===== src/rtl/cbc_pkg.sv =====
package cbc_pkg;

  localparam int unsigned CBC_ADDR_W = 22;
  localparam int unsigned CBC_DATA_W = 8;
  localparam int unsigned CBC_LO_W   = 8;
  localparam int unsigned CBC_HI_W   = CBC_ADDR_W - CBC_LO_W;

  typedef enum logic [3:0] {
    ST_IDLE,
    ST_PRE_LO,
    ST_PRE_HI,
    ST_ADDR,
    ST_HOLD,
    ST_TURN,
    ST_READ,
    ST_WRITE,
    ST_REL,
    ST_GAP,
    ST_DONE
  } cbc_state_e;

  typedef enum logic [1:0] {
    RG_ROM     = 2'b00,
    RG_SRAM    = 2'b01,
    RG_IOWIN   = 2'b10,
    RG_ROM_ALT = 2'b11
  } cbc_region_e;

  typedef struct packed {
    logic                  write;
    cbc_region_e           region;
    logic [CBC_ADDR_W-1:0] addr;
    logic [CBC_DATA_W-1:0] wdata;
  } cbc_req_t;

  typedef struct packed {
    logic                  le;
    logic                  oe_n;
    logic                  we_n;
    logic                  sel_a_n;
    logic                  sel_b_n;
    logic                  bus_oe;
    logic [CBC_DATA_W-1:0] bus_out;
  } cbc_pins_t;

  localparam cbc_pins_t CBC_PINS_IDLE = '{
    le: 1'b0, oe_n: 1'b1, we_n: 1'b1, sel_a_n: 1'b1, sel_b_n: 1'b1,
    bus_oe: 1'b0, bus_out: '0
  };

endpackage


===== src/rtl/cbc_phase_timer.sv =====
module cbc_phase_timer #(
  parameter int unsigned CW = 9
) (
  input  logic          clk,
  input  logic          rst_n,
  input  logic          load,
  input  logic [CW-1:0] load_val,
  output logic          expired
);

  logic [CW-1:0] cnt_q;
  logic [CW-1:0] cnt_d;

  always_comb begin
    cnt_d = cnt_q;
    if (load) begin
      cnt_d = load_val;
    end else if (cnt_q != '0) begin
      cnt_d = cnt_q - 1'b1;
    end
  end

  always_ff @(posedge clk or negedge rst_n) begin
    if (!rst_n) begin
      cnt_q <= '0;
    end else begin
      cnt_q <= cnt_d;
    end
  end

  assign expired = (cnt_q == '0);

endmodule


===== src/rtl/cbc_sequencer.sv =====
module cbc_sequencer
  import cbc_pkg::*;
#(
  parameter int unsigned T_PRE    = 2,
  parameter int unsigned T_LE     = 2,
  parameter int unsigned T_HOLD   = 1,
  parameter int unsigned T_TURN   = 1,
  parameter int unsigned T_RD_ROM = 300,
  parameter int unsigned T_RD_RAM = 4,
  parameter int unsigned T_WE_RAM = 24,
  parameter int unsigned T_WE_IO  = 74,
  parameter int unsigned T_REL    = 2,
  parameter int unsigned T_GAP    = 2
) (
  input  logic       clk,
  input  logic       rst_n,
  input  logic       start,
  input  cbc_req_t   req_nx,
  output cbc_state_e state_q,
  output cbc_state_e state_d,
  output logic       phase_end
);

  function automatic int unsigned max2(int unsigned a, int unsigned b);
    return (a > b) ? a : b;
  endfunction

  localparam int unsigned MAXP = max2(
    max2(max2(T_RD_ROM, T_WE_IO), max2(T_RD_RAM, T_WE_RAM)),
    max2(max2(T_PRE, T_LE), max2(max2(T_HOLD, T_TURN), max2(T_REL, T_GAP))));
  localparam int unsigned CW = $clog2(MAXP + 1);

  function automatic logic [CW-1:0] phase_len(cbc_state_e st, cbc_req_t r);
    int unsigned n;
    logic is_rom;
    logic is_io;
    is_rom = (r.region == RG_ROM) || (r.region == RG_ROM_ALT);
    is_io  = (r.region == RG_IOWIN);
    case (st)
      ST_PRE_LO, ST_PRE_HI: n = T_PRE;
      ST_ADDR:              n = T_LE;
      ST_HOLD:              n = T_HOLD;
      ST_TURN:              n = T_TURN;
      ST_READ:              n = is_rom ? T_RD_ROM : T_RD_RAM;
      ST_WRITE:             n = is_io ? T_WE_IO : T_WE_RAM;
      ST_REL:               n = T_REL;
      ST_GAP:               n = T_GAP;
      default:              n = 1;
    endcase
    return CW'(n - 1);
  endfunction

  logic          tmr_load;
  logic [CW-1:0] tmr_val;

  always_comb begin
    state_d = state_q;
    unique case (state_q)
      ST_IDLE: begin
        if (start) begin
          state_d = (req_nx.write && (req_nx.region == RG_IOWIN)) ? ST_PRE_LO : ST_ADDR;
        end
      end
      ST_DONE: state_d = ST_IDLE;
      default: begin
        if (phase_end) begin
          case (state_q)
            ST_PRE_LO: state_d = ST_PRE_HI;
            ST_PRE_HI: state_d = ST_ADDR;
            ST_ADDR:   state_d = ST_HOLD;
            ST_HOLD:   state_d = req_nx.write ? ST_WRITE : ST_TURN;
            ST_TURN:   state_d = ST_READ;
            ST_READ:   state_d = ST_REL;
            ST_WRITE:  state_d = ST_REL;
            ST_REL:    state_d = ST_GAP;
            ST_GAP:    state_d = ST_DONE;
            default:   state_d = ST_IDLE;
          endcase
        end
      end
    endcase
  end

  assign tmr_load = (state_d != state_q);
  assign tmr_val  = phase_len(state_d, req_nx);

  always_ff @(posedge clk or negedge rst_n) begin
    if (!rst_n) begin
      state_q <= ST_IDLE;
    end else begin
      state_q <= state_d;
    end
  end

  cbc_phase_timer #(.CW(CW)) timer_i (
    .clk      (clk),
    .rst_n    (rst_n),
    .load     (tmr_load),
    .load_val (tmr_val),
    .expired  (phase_end)
  );

endmodule


===== src/rtl/cbc_pin_drv.sv =====
module cbc_pin_drv
  import cbc_pkg::*;
(
  input  logic       clk,
  input  logic       rst_n,
  input  cbc_state_e state_d,
  input  cbc_req_t   req_nx,
  output cbc_pins_t  pins_q
);

  cbc_pins_t pins_d;
  logic      sel_window;
  logic      addr_phase;

  always_comb begin
    addr_phase = (state_d == ST_ADDR) || (state_d == ST_HOLD);
    sel_window = addr_phase || (state_d == ST_TURN) || (state_d == ST_READ) ||
                 (state_d == ST_WRITE) || (state_d == ST_REL);
    pins_d         = CBC_PINS_IDLE;
    pins_d.le      = (state_d == ST_ADDR);
    pins_d.oe_n    = (state_d != ST_READ);
    pins_d.we_n    = (state_d != ST_WRITE);
    pins_d.bus_oe  = addr_phase ||
                     (req_nx.write && ((state_d == ST_WRITE) || (state_d == ST_REL)));
    pins_d.bus_out = addr_phase ? req_nx.addr[CBC_LO_W-1:0] : req_nx.wdata;
    pins_d.sel_a_n = !((state_d == ST_PRE_LO) ||
                       (sel_window && (req_nx.region == RG_SRAM)));
    pins_d.sel_b_n = !(sel_window && (req_nx.region == RG_IOWIN));
  end

  always_ff @(posedge clk or negedge rst_n) begin
    if (!rst_n) begin
      pins_q <= CBC_PINS_IDLE;
    end else begin
      pins_q <= pins_d;
    end
  end

endmodule


===== src/rtl/cart_bus_ctrl.sv =====
module cart_bus_ctrl
  import cbc_pkg::*;
#(
  parameter int unsigned T_PRE    = 2,
  parameter int unsigned T_LE     = 2,
  parameter int unsigned T_HOLD   = 1,
  parameter int unsigned T_TURN   = 1,
  parameter int unsigned T_RD_ROM = 300,
  parameter int unsigned T_RD_RAM = 4,
  parameter int unsigned T_WE_RAM = 24,
  parameter int unsigned T_WE_IO  = 74,
  parameter int unsigned T_REL    = 2,
  parameter int unsigned T_GAP    = 2
) (
  input  logic                  clk,
  input  logic                  rst_n,
  input  logic                  req_valid,
  input  logic                  req_write,
  input  logic [1:0]            req_region,
  input  logic [CBC_ADDR_W-1:0] req_addr,
  input  logic [CBC_DATA_W-1:0] req_wdata,
  output logic                  busy,
  output logic                  done,
  output logic [CBC_DATA_W-1:0] rd_data,
  output logic [CBC_HI_W-1:0]   cart_addr_hi,
  output logic [CBC_DATA_W-1:0] ad_out,
  output logic                  ad_oe,
  input  logic [CBC_DATA_W-1:0] ad_in,
  output logic                  le,
  output logic                  oe_n,
  output logic                  we_n,
  output logic                  sel_a_n,
  output logic                  sel_b_n
);

  cbc_state_e state_q;
  cbc_state_e state_d;
  logic       phase_end;
  logic       accept;
  cbc_req_t   req_q;
  cbc_req_t   req_in;
  cbc_req_t   req_nx;
  cbc_pins_t  pins_q;
  logic [CBC_DATA_W-1:0] rdata_q;
  logic       capture_en;

  assign accept = req_valid && (state_q == ST_IDLE);

  always_comb begin
    req_in.write  = req_write;
    req_in.region = cbc_region_e'(req_region);
    req_in.addr   = req_addr;
    req_in.wdata  = req_wdata;
    req_nx        = accept ? req_in : req_q;
  end

  always_ff @(posedge clk or negedge rst_n) begin
    if (!rst_n) begin
      req_q <= '0;
    end else if (accept) begin
      req_q <= req_in;
    end
  end

  cbc_sequencer #(
    .T_PRE(T_PRE), .T_LE(T_LE), .T_HOLD(T_HOLD), .T_TURN(T_TURN),
    .T_RD_ROM(T_RD_ROM), .T_RD_RAM(T_RD_RAM), .T_WE_RAM(T_WE_RAM),
    .T_WE_IO(T_WE_IO), .T_REL(T_REL), .T_GAP(T_GAP)
  ) seq_i (
    .clk       (clk),
    .rst_n     (rst_n),
    .start     (accept),
    .req_nx    (req_nx),
    .state_q   (state_q),
    .state_d   (state_d),
    .phase_end (phase_end)
  );

  cbc_pin_drv pins_i (
    .clk     (clk),
    .rst_n   (rst_n),
    .state_d (state_d),
    .req_nx  (req_nx),
    .pins_q  (pins_q)
  );

  assign capture_en = (state_q == ST_READ) && phase_end;

  always_ff @(posedge clk or negedge rst_n) begin
    if (!rst_n) begin
      rdata_q <= '0;
    end else if (capture_en) begin
      rdata_q <= ad_in;
    end
  end

  assign busy         = (state_q != ST_IDLE);
  assign done         = (state_q == ST_DONE);
  assign rd_data      = rdata_q;
  assign cart_addr_hi = req_q.addr[CBC_ADDR_W-1:CBC_LO_W];
  assign ad_out       = pins_q.bus_out;
  assign ad_oe        = pins_q.bus_oe;
  assign le           = pins_q.le;
  assign oe_n         = pins_q.oe_n;
  assign we_n         = pins_q.we_n;
  assign sel_a_n      = pins_q.sel_a_n;
  assign sel_b_n      = pins_q.sel_b_n;

endmodule


===== config.mk =====
export PLATFORM = sky130hd
export DESIGN_NAME = cart_bus_ctrl
export DESIGN_NICKNAME = d
export VERILOG_FILES = /design/src/rtl/cbc_pkg.sv /design/src/rtl/cbc_phase_timer.sv /design/src/rtl/cbc_sequencer.sv /design/src/rtl/cbc_pin_drv.sv /design/src/rtl/cart_bus_ctrl.sv
export SDC_FILE = /design/constraint.sdc
export NUM_CORES = 1
export LEC_CHECK = 0
export BUFFER_PORTS_ARGS = -buffer_cell sky130_fd_sc_hd__buf_2
export CORE_MARGIN = 3
export CORE_UTILIZATION = 35
export CTS_CLUSTER_SIZE = 25
export DETAILED_ROUTE_END_ITERATION = 6
export PLACE_DENSITY = 0.54
export SETUP_SLACK_MARGIN = 0.3
export SLEW_MARGIN = 20
export SYNTH_ARGS = -nofsm -noshare
export SYNTH_HDL_FRONTEND = slang
export SYNTH_SLANG_ARGS = --single-unit
export TNS_END_PERCENT = 50

===== constraint.sdc =====
create_clock -name clk -period 3.55 [get_ports clk]
set_input_delay 1.065 -clock clk [delete_from_list [all_inputs] [get_ports clk]]
set_output_delay 1.065 -clock clk [all_outputs]
set_load 0.01 [all_outputs]

==> results.md <==
* Status: completed
* Drt total wl at approximately 8.6 mm
* Final Power at 0.00352 W
* CP required at 3.78 ns
* Root buf cell: clkbuf_8
* Post-synth EDFFs at 0
* CP Launch Type: register
* Clock skew after layout at 0.00642 ns
* Fillers at 903
* Final period utilization at 90.2%
* RSZ-0062 raised after global routing: yes
* Ys Warns at 0
* Syn Area/Cell at 9.41 um2
* Die area at 10800 um2
* Final min period at 3.20 ns
* Initial antenna violation count at 0
* DRT antenna net count at 0
* Core area at 9280 um2
* Largest net degree at the start of global routing at 69
* Vias at 2881
* Post-synth ARST share at 100%
* First-pass detailed-route iteration total at 4
* Worst-Margin Slew at approximately 0.88 ns
* Hold/Removal Path Class: register to register
* Drt initial violations at ~140
* Fin nets at 496
* Htree depth at 3
* Sink Count at 68
* Via density at a little under 5
* CTS tree: done
* Grt ovf at 0
* Clock buffer depth at 2
* Die H at 104 um
* Mapped cell area at 3360 um2
* FF+latch area at about 1700 um2
* MaxCap Viol Count at 0
* Sequential area share after synthesis at around half
* Setup Crit Path Kind: register to register
* Yosys cell types at 58
* Total GRT Usage at 15.9%
* Multi-input gate area at 1580 um2
* Nature of the critical path endpoint: register
* Fmax at 312 MHz
* Antenna Cells at 0
* Clk Latency, worst-skew pair at 0.35 ns
* DP Wirelength at 5.85 mm
* Layout area overhead at 30.1%
* FP Rows at 35
* Post-synth top flop: dfrtp_1
* Average wire per standard cell at 14.7 um
* Leakage Power at 2.17 nW
* Synth Register Bits at 68
* Worst-path maximum fanout at 6
* Port buffer count at a little over 80
* Slew margin rel. at 41.4%
* Top-Level Pins at 82
* Setup_tns at 0 ns
* Gate Count Post-Synth at between 300 and 400
* CTS Buf Count at 9
* Count of final setup violators at 0
* Die width at a little over 100 um
* Syn nets at 404
* Worst EP arrival at about 3.4 ns
* Slew Limit Fails at 0
* Fin. Hold Viols at 0
* Global-route wire length before repair at 13.9 mm
* Number of global-route vias before repair at around 2.8k
* Share of layout cells above drive strength 1 at a little under two fifths
* Power per Cell Area at 806 nW/um2
* CTS clk-pin slew, worst paths at 0.08 ns
* GPL Wtd Cong at 0.844
* Initial Utilization at 36.2%
* # DRC at 0
* VDD IR-drop max at 0.000294 V
## flip-flops by register name, indices dropped and copies added (netlist names)
register / cells
req_q: 19
cart_addr_hi: 14
pins_i.pins_q: 14
seq_i.timer_i.cnt_q: 9
rd_data: 8
seq_i.state_q: 4
## routing by layer
layer  wire, um  GRT usage, %  vias up
met5          0             0        -
met2       4130          24.9       83
li1           -             -     1388
met4        141          4.75        0
met3        444          5.03       13
met1       3880          21.1     1397
## worst max-delay path, cell delays in order (launching register included)
cell and delay [ns]:
dfrtp_1 0.39, or4_4 0.58, buf_12 0.15, o31ai_4 0.24, nand2_2 0.09, a21oi_4 0.15, inv_4 0.07, a32oi_2 0.20
o21ai_2 0.10, inv_2 0.07, ha_4 0.13, o221ai_4 0.09, or4b_4 0.53, a311o_1 0.28
## timing repair
item                                    in CTS  in global routing
hold buffers                                 0                  0
gates resized for setup                     12                  9
buffers inserted                             4                  8
endpoints found under the setup margin       1                  2
pin swaps                                   11                 12
## metrics by stage
| stage | setup slack (ns) | cell area [um2] | instances | util [%] | hold WS (ns) |
|---|---|---|---|---|---|
| detailed placement | 0.0672 | 3940 | 555 | 42.5 | 0.455 |
| CTS | 0.301 | 4250 | 575 | 45.8 | 0.476 |
| floorplan | 0.0899 | 3420 | 357 | - | 0.434 |
| finish | 0.349 | 4370 | 583 | 47.1 | 0.470 |
| global route | 0.247 | 4370 | 583 | 47.1 | 0.495 |
| global placement | 0.143 | 3940 | 555 | 42.5 | 0.451 |
## report_power, final
group          switching [W]  total (W)  internal, W  leakage [nW]
Clock               0.000324   0.000746     0.000422         0.117
Combinational       0.000861    0.00154     0.000680          1.21
Sequential          0.000169    0.00124      0.00107         0.844
Total                0.00135    0.00352      0.00217          2.17
## path summary, 6_finish.rpt
| check | to | cells after the start | slack [ns] | start |
|---|---|---|---|---|
| worst min register to register | req_q[7] | 2 | 0.47 | req_q[7] |
| worst max register to register | seq_i.timer_i.cnt_q[8] | 13 | 0.35 | seq_i.timer_i.cnt_q[7] |
| min in group asynchronous | cart_addr_hi[13] | 2 | 0.91 | rst_n |
| max in group asynchronous | seq_i.state_q[3] | 2 | 2.01 | rst_n |
| worst max-delay path | seq_i.timer_i.cnt_q[8] | 13 | 0.35 | seq_i.timer_i.cnt_q[7] |
| worst min-delay path | req_q[7] | 2 | 0.47 | req_q[7] |
## cell usage after synthesis, drive strengths merged (4+ instances only)
library cell  number  area share (%)
mux2              16             5.4
or4                4             1.0
nor2              16             1.8
a21oi             12             2.1
o31ai              4             1.7
clkbuf            14             1.6
nand2            116              13
o21ai             10             1.6
inv                9             1.0
buf               17             3.5
dfrtp             64              48
nor3               6             1.2
mux2i              7             2.1
dfstp              4             3.1
## kinds of logic (layout without fill, tap and decap cells)
family	Yosys count	count (layout)	share of synthesized area [%]
compound gates	52	52	11.6
xor+xnor	3	3	0.782
fa+ha+maj	3	3	1.12
buf+inv	41	138	6.22
flops	68	68	50.8
mux	23	23	7.45
simple gates	167	167	22.0
## area by class of cell
cell class | instances | share of cell area [%]
Clock inverter | 6 | 2.18
Multi-Input combinational cell | 248 | 36.0
Sequential cell | 68 | 39.1
Tap cell | 129 | 3.69
Inverter | 10 | 0.916
Clock buffer | 10 | 3.15
Timing Repair Buffer | 112 | 15.0
## cells in the final DEF, fill, tap and decap left out, types with 4 or more instances in the layout
cell type / netlist / routed
buf_2: 2 / 81
mux2i_1: 7 / 7
clkbuf_8: 0 / 10
mux2_2: 14 / 14
nor2_1: 16 / 16
buf_4: 14 / 29
dfrtp_1: 64 / 63
o21ai_0: 9 / 8
a21oi_1: 11 / 10
nand2_1: 115 / 113
nor3_1: 5 / 5
inv_1: 8 / 7
dfstp_2: 4 / 4
(Power assumes the default switching activity.)
